`src/rtl/perfctr_pkg.sv`:
```
// Package: shared types and address map for the counter register bank.
// Assumes a 12-bit register address space with the counter window aligned
// to a 32-entry boundary.
package perfctr_pkg;

    typedef enum logic [1:0] {
        PRIV_USER  = 2'd0,
        PRIV_SUPER = 2'd1,
        PRIV_RSVD  = 2'd2,
        PRIV_MACH  = 2'd3
    } priv_e;

    localparam int ADDR_W       = 12;
    localparam int NUM_CNT      = 32;
    localparam int IDX_W        = $clog2(NUM_CNT);

    localparam logic [ADDR_W-1:0] ADDR_CNT_BASE = 12'hC00;
    localparam logic [ADDR_W-1:0] ADDR_MEN      = 12'h306;
    localparam logic [ADDR_W-1:0] ADDR_SEN      = 12'h106;
    localparam logic [ADDR_W-1:0] ADDR_PRIV     = 12'h7C0;

    localparam logic [NUM_CNT-1:0] EN_RESET = 32'h0000_0007;

    localparam int IDX_CYCLE   = 0;
    localparam int IDX_TIME    = 1;
    localparam int IDX_INSTRET = 2;

endpackage

```
`src/rtl/perfctr_counters.sv`:
```
// Module: the three counting registers (cycle, time, retired instructions).
// Assumes event inputs are synchronous single-cycle strobes; counters wrap.
module perfctr_counters #(
    parameter int CNT_W = 64
) (
    input  logic             clk,
    input  logic             rst_n,
    input  logic             instret_pulse,
    input  logic             time_tick,
    output logic [CNT_W-1:0] cycle_q,
    output logic [CNT_W-1:0] instret_q,
    output logic [CNT_W-1:0] time_q
);

    // Cycle counter: advances on every clock out of reset.
    always_ff @(posedge clk) begin
        if (!rst_n) cycle_q <= '0;
        else        cycle_q <= cycle_q + 1'b1;
    end

    // Retired-instruction counter: advances on each pulse.
    always_ff @(posedge clk) begin
        if (!rst_n)             instret_q <= '0;
        else if (instret_pulse) instret_q <= instret_q + 1'b1;
    end

    // Time counter: advances on each timebase tick.
    always_ff @(posedge clk) begin
        if (!rst_n)         time_q <= '0;
        else if (time_tick) time_q <= time_q + 1'b1;
    end

endmodule

```
`src/rtl/perfctr_ctrl_regs.sv`:
```
// Module: privilege register and the two read-permission masks.
// Assumes write strobes are already decoded by address; a reserved
// privilege code is dropped so the register only ever holds a legal level.
module perfctr_ctrl_regs
    import perfctr_pkg::*;
#(
    parameter int N = NUM_CNT
) (
    input  logic         clk,
    input  logic         rst_n,
    input  logic         wr_priv,
    input  logic         wr_men,
    input  logic         wr_sen,
    input  logic [63:0]  wdata,
    output priv_e        priv_q,
    output logic [N-1:0] men_q,
    output logic [N-1:0] sen_q
);

    priv_e priv_in;

    // Cast the low two write bits into a privilege code.
    always_comb priv_in = priv_e'(wdata[1:0]);

    // Privilege register: machine level on reset, reserved code ignored.
    always_ff @(posedge clk) begin
        if (!rst_n)                                  priv_q <= PRIV_MACH;
        else if (wr_priv && (priv_in != PRIV_RSVD))  priv_q <= priv_in;
    end

    // Machine-set mask governing supervisor reads.
    always_ff @(posedge clk) begin
        if (!rst_n)      men_q <= EN_RESET[N-1:0];
        else if (wr_men) men_q <= wdata[N-1:0];
    end

    // Supervisor-set mask governing user reads.
    always_ff @(posedge clk) begin
        if (!rst_n)      sen_q <= EN_RESET[N-1:0];
        else if (wr_sen) sen_q <= wdata[N-1:0];
    end

endmodule

```
`src/rtl/perfctr_gate.sv`:
```
// Module: read-permission decision for one counter index.
// Assumes priv never holds the reserved code. Purely combinational.
module perfctr_gate
    import perfctr_pkg::*;
#(
    parameter int N   = NUM_CNT,
    parameter int IW  = $clog2(N)
) (
    input  priv_e         priv,
    input  logic [N-1:0]  men,
    input  logic [N-1:0]  sen,
    input  logic [IW-1:0] idx,
    output logic          allow
);

    // Choose the mask owned by the level above the current one.
    always_comb begin
        unique case (priv)
            PRIV_MACH:  allow = 1'b1;
            PRIV_SUPER: allow = men[idx];
            PRIV_USER:  allow = sen[idx];
            default:    allow = 1'b0;
        endcase
    end

endmodule

```
`src/rtl/perfctr_csr_bank.sv`:
```
// Module: top of the counter register bank. Decodes the register port,
// routes counter values through a per-index source table, applies the
// permission check and drops writes into the counter window.
// Assumes one access per cycle; read data is combinational.
module perfctr_csr_bank
    import perfctr_pkg::*;
#(
    parameter int CNT_W = 64
) (
    input  logic              clk,
    input  logic              rst_n,
    input  logic [ADDR_W-1:0] csr_addr,
    input  logic              csr_rd,
    input  logic              csr_wr,
    input  logic [63:0]       csr_wdata,
    input  logic              instret_pulse,
    input  logic              time_tick,
    output logic [63:0]       csr_rdata,
    output logic              csr_denied
);

    localparam int WIN_LSB = IDX_W;

    logic [CNT_W-1:0] cycle_q, instret_q, time_q;
    priv_e            priv_q;
    logic [NUM_CNT-1:0] men_q, sen_q;
    logic [CNT_W-1:0] src [NUM_CNT];
    logic             in_win, allow;
    logic [IDX_W-1:0] idx;
    logic             hit_priv, hit_men, hit_sen;

    perfctr_counters #(.CNT_W(CNT_W)) u_cnt (
        .clk(clk), .rst_n(rst_n),
        .instret_pulse(instret_pulse), .time_tick(time_tick),
        .cycle_q(cycle_q), .instret_q(instret_q), .time_q(time_q)
    );

    // Address decode for the window and the control registers.
    always_comb begin
        in_win   = (csr_addr[ADDR_W-1:WIN_LSB] == ADDR_CNT_BASE[ADDR_W-1:WIN_LSB]);
        idx      = csr_addr[IDX_W-1:0];
        hit_priv = (csr_addr == ADDR_PRIV);
        hit_men  = (csr_addr == ADDR_MEN);
        hit_sen  = (csr_addr == ADDR_SEN);
    end

    // Window writes never reach a register; only control addresses are written.
    perfctr_ctrl_regs #(.N(NUM_CNT)) u_ctrl (
        .clk(clk), .rst_n(rst_n),
        .wr_priv(csr_wr && hit_priv),
        .wr_men(csr_wr && hit_men),
        .wr_sen(csr_wr && hit_sen),
        .wdata(csr_wdata),
        .priv_q(priv_q), .men_q(men_q), .sen_q(sen_q)
    );

    // Source table: fixed counters at low indices, cycle mirrors above.
    for (genvar g = 0; g < NUM_CNT; g++) begin : g_src
        if (g == IDX_TIME) begin : g_time
            assign src[g] = time_q;
        end else if (g == IDX_INSTRET) begin : g_inst
            assign src[g] = instret_q;
        end else begin : g_cyc
            assign src[g] = cycle_q;
        end
    end

    perfctr_gate #(.N(NUM_CNT), .IW(IDX_W)) u_gate (
        .priv(priv_q), .men(men_q), .sen(sen_q), .idx(idx), .allow(allow)
    );

    // Read mux: counter window gated, control registers plain.
    always_comb begin
        csr_rdata  = '0;
        csr_denied = 1'b0;
        if (csr_rd) begin
            if (in_win) begin
                if (allow) csr_rdata = 64'(src[idx]);
                else       csr_denied = 1'b1;
            end else if (hit_priv) begin
                csr_rdata = 64'(priv_q);
            end else if (hit_men) begin
                csr_rdata = 64'(men_q);
            end else if (hit_sen) begin
                csr_rdata = 64'(sen_q);
            end
        end
    end

endmodule

```
`config.mk`:
```
export PLATFORM = sky130hd
export DESIGN_NAME = perfctr_csr_bank
export DESIGN_NICKNAME = d
export VERILOG_FILES = /design/src/rtl/perfctr_pkg.sv /design/src/rtl/perfctr_counters.sv /design/src/rtl/perfctr_ctrl_regs.sv /design/src/rtl/perfctr_gate.sv /design/src/rtl/perfctr_csr_bank.sv
export SDC_FILE = /design/constraint.sdc
export NUM_CORES = 1
export LEC_CHECK = 0
export CAP_MARGIN = 0
export CORE_MARGIN = 5
export CORE_UTILIZATION = 65
export CTS_BUF_LIST = sky130_fd_sc_hd__clkbuf_8
export DETAILED_ROUTE_END_ITERATION = 8
export PLACE_DENSITY = 0.87
export SYNTH_ARGS = -nofsm -noshare
export SYNTH_HDL_FRONTEND = slang
export SYNTH_HIERARCHICAL = 1
export SYNTH_SLANG_ARGS = --single-unit
```
`constraint.sdc`:
```
create_clock -name clk -period 6.45 [get_ports clk]
set_input_delay 0.645 -clock clk [delete_from_list [all_inputs] [get_ports clk]]
set_output_delay 0.645 -clock clk [all_outputs]
set_load 0.005 [all_outputs]
```
Word-level counts from Yosys, hierarchy flattened
Index checks and enable logic that the tools add are counted.

storage, ports and cells
  input bits = 82
  RAM bits = 0
  bits in registers = 258
  memories = 0
  bits in read-only memories = 0
  logic and storage cells = 41
  output and inout bits = 65
  latch bits = 0

cells by class
  multiplexer cells = 17
  reductions and logical operators = 5
  shifts and indexed selects = 0
  add/sub/neg operators = 3
  equal/unequal tests = 7
  multiply operators = 0
  order comparisons = 2
  bitwise operators = 1
  divide/modulo/power cells = 0

operator list
  cell                                                      number
  binary-select mux 64 bit (select 5 bit)                   1
  2-to-1 mux 64 bit                                         5
  adder 64 x 1 -> 64 bit, second input constant             3
  2-to-1 mux 32 bit                                         3
  equality test 12 x 10 -> 1 bit, second input constant     1
  equality test 12 x 11 -> 1 bit, second input constant     1
  equality test 12 x 9 -> 1 bit, second input constant      1
  binary-select mux 1 bit (select 5 bit)                    2
  equality test 7 bit, second input constant                1
  greater-or-equal comparator 6 bit, second input constant  1
  < comparator 5 x 6 -> 1 bit, second input constant        1
  NOT 5 -> 6 bit                                            1
  2-to-1 mux 1 bit                                          5
  logical AND 1 bit                                         4
  case mux 1 bit (3 select lines)                           1
  equality test 2 x 1 -> 1 bit, second input constant       1
  equality test 2 bit, second input constant                1
  logical NOT 2 bit                                         1
  != test 2 bit, second input constant                      1

Logic depth before layout (Yosys ltp)
  word-level depth = 7
  depth in mapped cells = 12
  mapped depth without buffers = 9

By module
Netlist, hierarchy kept.

modules (own cells, without submodules)
  module             instances  cells each  seq. area each (sq um)  area each (sq um)
  perfctr_counters   1          1124        3843.7                  9236.4
  perfctr_csr_bank   1          544         0.0                     3343.2
  perfctr_ctrl_regs  1          215         1321.3                  2553.7
  perfctr_gate       1          57          0.0                     621.8

Worst setup path after synthesis
Ideal clock, no wire load.

  kind = input-to-output
  start = input port csr_addr[1]
  end = output port csr_rdata[34]
  buffers on the path = 4
  stages on the path = 12
  setup slack = 3.024 ns
  arrival = 2.781 ns
  data required time = 5.805 ns
  cell sequence = buf_6 > buf_6 > nor2b_1 > a22o_1 > nor4_1 > a2111oi_2 > a211oi_1 > and2_1 > clkbuf_1 > nand3_1 > clkbuf_2 > a2111oi_2

on the way
  elaborated cells on any way between the ends = 12
  those cells by class = mux (11); bitwise (1)

RTL lines
  item                                                       line                                    source
  start, declared                                            perfctr_csr_bank.sv:12                  input logic [ADDR_W-1:0] csr_addr,
  binary-select mux 1 bit (select 5 bit) (on tied branches)  perfctr_gate.sv:21, perfctr_gate.sv:20
  2-to-1 mux 1 bit (on tied branches)                        perfctr_gate.sv:21, perfctr_gate.sv:20
  case mux 1 bit (3 select lines) *                          perfctr_gate.sv:18                      unique case (priv)
  via allow                                                  perfctr_csr_bank.sv:28                  logic in_win, allow;
  2-to-1 mux 64 bit *                                        perfctr_csr_bank.sv:78                  if (allow) csr_rdata = 64'(src[idx]);
  2-to-1 mux 64 bit *                                        perfctr_csr_bank.sv:77                  if (in_win) begin
  2-to-1 mux 64 bit *                                        perfctr_csr_bank.sv:76                  if (csr_rd) begin
  end, declared                                              perfctr_csr_bank.sv:18                  output logic [63:0] csr_rdata,

The timed path passes the listed nets; every way through them passes the cells marked *. The select of a mux whose other input is x is not followed.

Worst setup path in the final report
  start = input port csr_addr[2]
  end = output port csr_rdata[8]

The elaborated chain is that of the path after synthesis.

==> run metrics <==
Total GRT Usage 0.319; Synth Register Bits 258; IO Count 147; Pleak 5.28 nW; syn avg cell area 8.12 µm²; cell taking the most area after synthesis dfxtp_1; drt drc 0; dominant synthesized flop cell dfxtp_1; Routed Antenna Nets 0; Die H 166 µm; Port Buf Inserts 114; Synth Area in XOR/XNOR 0.0495; Ys Warns 6; CP arrival 4750 ps; crit share post-route 0.837; Syn Inst Count 1,940; r2r setup slk 3310 ps; startpoint class of the critical path input port; Worst path max stage delay 1100 ps; Final nets 2,068; Placer Congestion 1.01; Synth async-reset ratio 0; synthesized cell area 15,800 µm²; Max-Cap Viols 0; Final Slew Violations 0; Fmax 185 MHz; antenna cells 0; Met3 Routed Length 4.14 mm; metal1 wirelength 18.4 mm; Slowest-stage cell, CP clkdlybuf4s50_1; cells on worst reg2reg path 6; fin area 17,600 µm²; Finished Layout Cells 2,337; initial antenna violation count 0; Final min period 5400 ps; largest family of logic cells by synthesized area simple AND/OR/NAND/NOR gates; vias 15,700; wire per inst 20.2 µm; worst hold path class reg2reg; Final setup viols 0; drt pass-1 iters 6; pin count of the biggest net entering global routing 107; placement row count 57; P per Cell Area 186 nW/µm²; placed cell area 16,700 µm²; WL met2 22.1 mm; clock skew 26.6 ps; Seq/Total Area, Yosys 0.328; Crit. End Element output pin; CTS Buf Count 44; number of flops mapped to enable cells by yosys 0; Worst Hold Margin 484 ps; Synth cell types 71; status completed; Core Area 24,100 µm²; Slew HR 0.271; clock root buffer master clkbuf_8; top layer in use met4; die footprint 27,500 µm²; placed insts 2,261; Initial Util 0.654; layout cells sized above 1 0.0929; reg2reg start u_cnt/instret_q[0]; Vias/cell 6.70; synth-to-layout area growth 11.7%; Sink Count 258; TNS Setup 0 ps; peak supply drop 197 µV; Synth top area share 0.328; mux contribution to synthesized area 0.0924; Syn Nets 2,025; CTS tree yes; RSZ-0062 raised after global routing no; Crit Path Class in2out; CTS resizes 0; largest cells by area after synthesis dfxtp_1, a21oi_1, nor2_1, mux2i_1, nand4_1; DRT Wirelength 47.1 mm; total setup buffers inserted after CTS 0; die width 166 µm; Final Hold Fails 0; detailed placer's ending HPWL 32.9 mm; Worst-Margin Slew 1090 ps; Hold Path Sink u_cnt/time_q[59]; Synth Area in Compound Gates 0.195; clock-pin slew on the worst setup and hold paths 70 ps; Clk Latency, worst-skew pair 560 ps; initial drt markers 1,834; CP Max Fanout 31; total grt overflow 0; Adder-Cell Fraction of Synth Area 0.00238; Reg-to-Reg End u_cnt/instret_q[56]; CTS Hold Bufs 0; Pwr Total 0.00327 W; WP data required 5800 ps; Min-Delay Startpoint u_cnt/time_q[59]; CTS max path bufs 3; Hold Crit Depth 2; vias in the first global route 14,400; first-pass GRT wire length 73.6 mm; H-tree Lvls 2; simple logic cell fraction of the synthesized area 0.267; CP cell instances clkdlybuf4s50_1, buf_4, mux2_1, o2bb2ai_1, nor4_1, a2111oi_2, a211oi_1, and2_1, buf_4, o221ai_1, a21oi_1, clkdlybuf4s50_1
[logic make-up (layout without fill, tap and decap cells)]
kind of cell               after synthesis  in the layout
buffers and inverters                  223            296
DFF                                    258            258
xor gates and xnor gates                89             89
and+or+nand+nor                        786            786
muxes                                  126            126
adders and majority gates                3              3
AOI/OAI and AO/OA                      455            455
[layout make-up]
| cell class | instances | area (µm²) |
|---|---|---|
| Clock buffer | 55 | 757 |
| Clock inverter | 21 | 90.1 |
| Fill cell | 1889 | 6510 |
| Inverter | 86 | 325 |
| Multi-Input combinational cell | 1459 | 9570 |
| Sequential cell | 258 | 5160 |
| Tap cell | 324 | 405 |
| Timing Repair Buffer | 134 | 1280 |
[worst max-delay path, delay by kind of cell]
family,cells,cell delay (ps)
AO/OA/AOI/OAI,5,1050
AND/OR/NAND/NOR,2,510
multiplexers,1,200
buffers and inverters,4,2340
[metal layers]
metal | vias up | global-route usage
li1 | 7240 | -
met1 | 7374 | 0.394
met2 | 869 | 0.529
met3 | 168 | 0.0601
met4 | 0 | 0.169
met5 | - | 0
[synth_stat cells, types with 6 or more instances]
cell type	count
mux2_2	34
clkbuf_1	79
nor2b_1	61
nor2_1	213
buf_12	6
a21oi_1	212
nand3_1	84
nor3_1	24
o21a_1	9
inv_1	85
o22a_1	31
o21ai_0	50
and4_1	20
a2111oi_2	31
buf_2	35
nor4_1	33
o31ai_1	33
or2_2	12
or3_1	60
nand2_1	87
mux4_2	12
o221ai_1	30
xnor2_1	35
dfxtp_1	258
a31oi_1	32
xor2_1	54
or4_1	43
nand2b_1	7
and2_1	11
and3_1	35
mux2i_1	78
nand4_1	76
[flip-flops by register name (all words and copies together), names as in the netlist]
signal and cells:
u_ctrl/men_q 32, u_ctrl/sen_q 32, u_ctrl/priv_q 2, u_cnt/time_q 64
u_cnt/cycle_q 64, u_cnt/instret_q 64
[metrics by stage]
stage | worst slack [ps] | util
6_report | 1050 | 0.730
5_1_grt | 911 | 0.730
4_1_cts | 1200 | 0.730
3_5_place_dp | 1240 | 0.695
3_3_place_gp | 1330 | 0.695
2_1_floorplan | 3020 | -
[worst max-delay path by stage]
stage                          endpoint  depth (start not counted)   startpoint
after floorplan           csr_rdata[34]                         12  csr_addr[1]
after global placement    csr_rdata[32]                         11  csr_addr[2]
after detailed placement   csr_rdata[8]                         12  csr_addr[2]
after CTS                  csr_rdata[8]                         12  csr_addr[2]
after global routing      csr_rdata[33]                         12  csr_addr[2]
final                      csr_rdata[8]                         12  csr_addr[2]
[cell usage in the layout, fill, tap and decap left out, drive strengths merged, types with 7 or more instances in the layout]
cell type      netlist  layout
clkdlybuf4s50        0     111
nor2               213     213
nor3                26      26
o31ai               33      33
mux4                12      12
nand4               77      77
dfxtp              258     258
and4                20      20
and3                35      35
or3                 61      61
or2                 12      12
a21oi              213     213
nor2b               61      61
o22a                31      31
nor4                34      34
or4                 45      45
nand3               84      84
xnor2               35      35
o221ai              31      31
xor2                54      54
nand2               87      87
a2111oi             34      34
mux2                36      36
and2                11      11
o21a                 9       9
a31oi               32      32
inv                 85     102
mux2i               78      78
clkbuf              81      55
o21ai               51      51
buf                 56      23
nand2b               7       7
[where the power goes]
part	internal (W)	leakage (nW)	switching [W]
sequential	0.00160	2.08	0.00000680
combinational	0.0000905	2.71	0.000148
clock	0.000763	0.493	0.000666
total	0.00245	5.28	0.000820
Power figures use the tool's default switching activity.
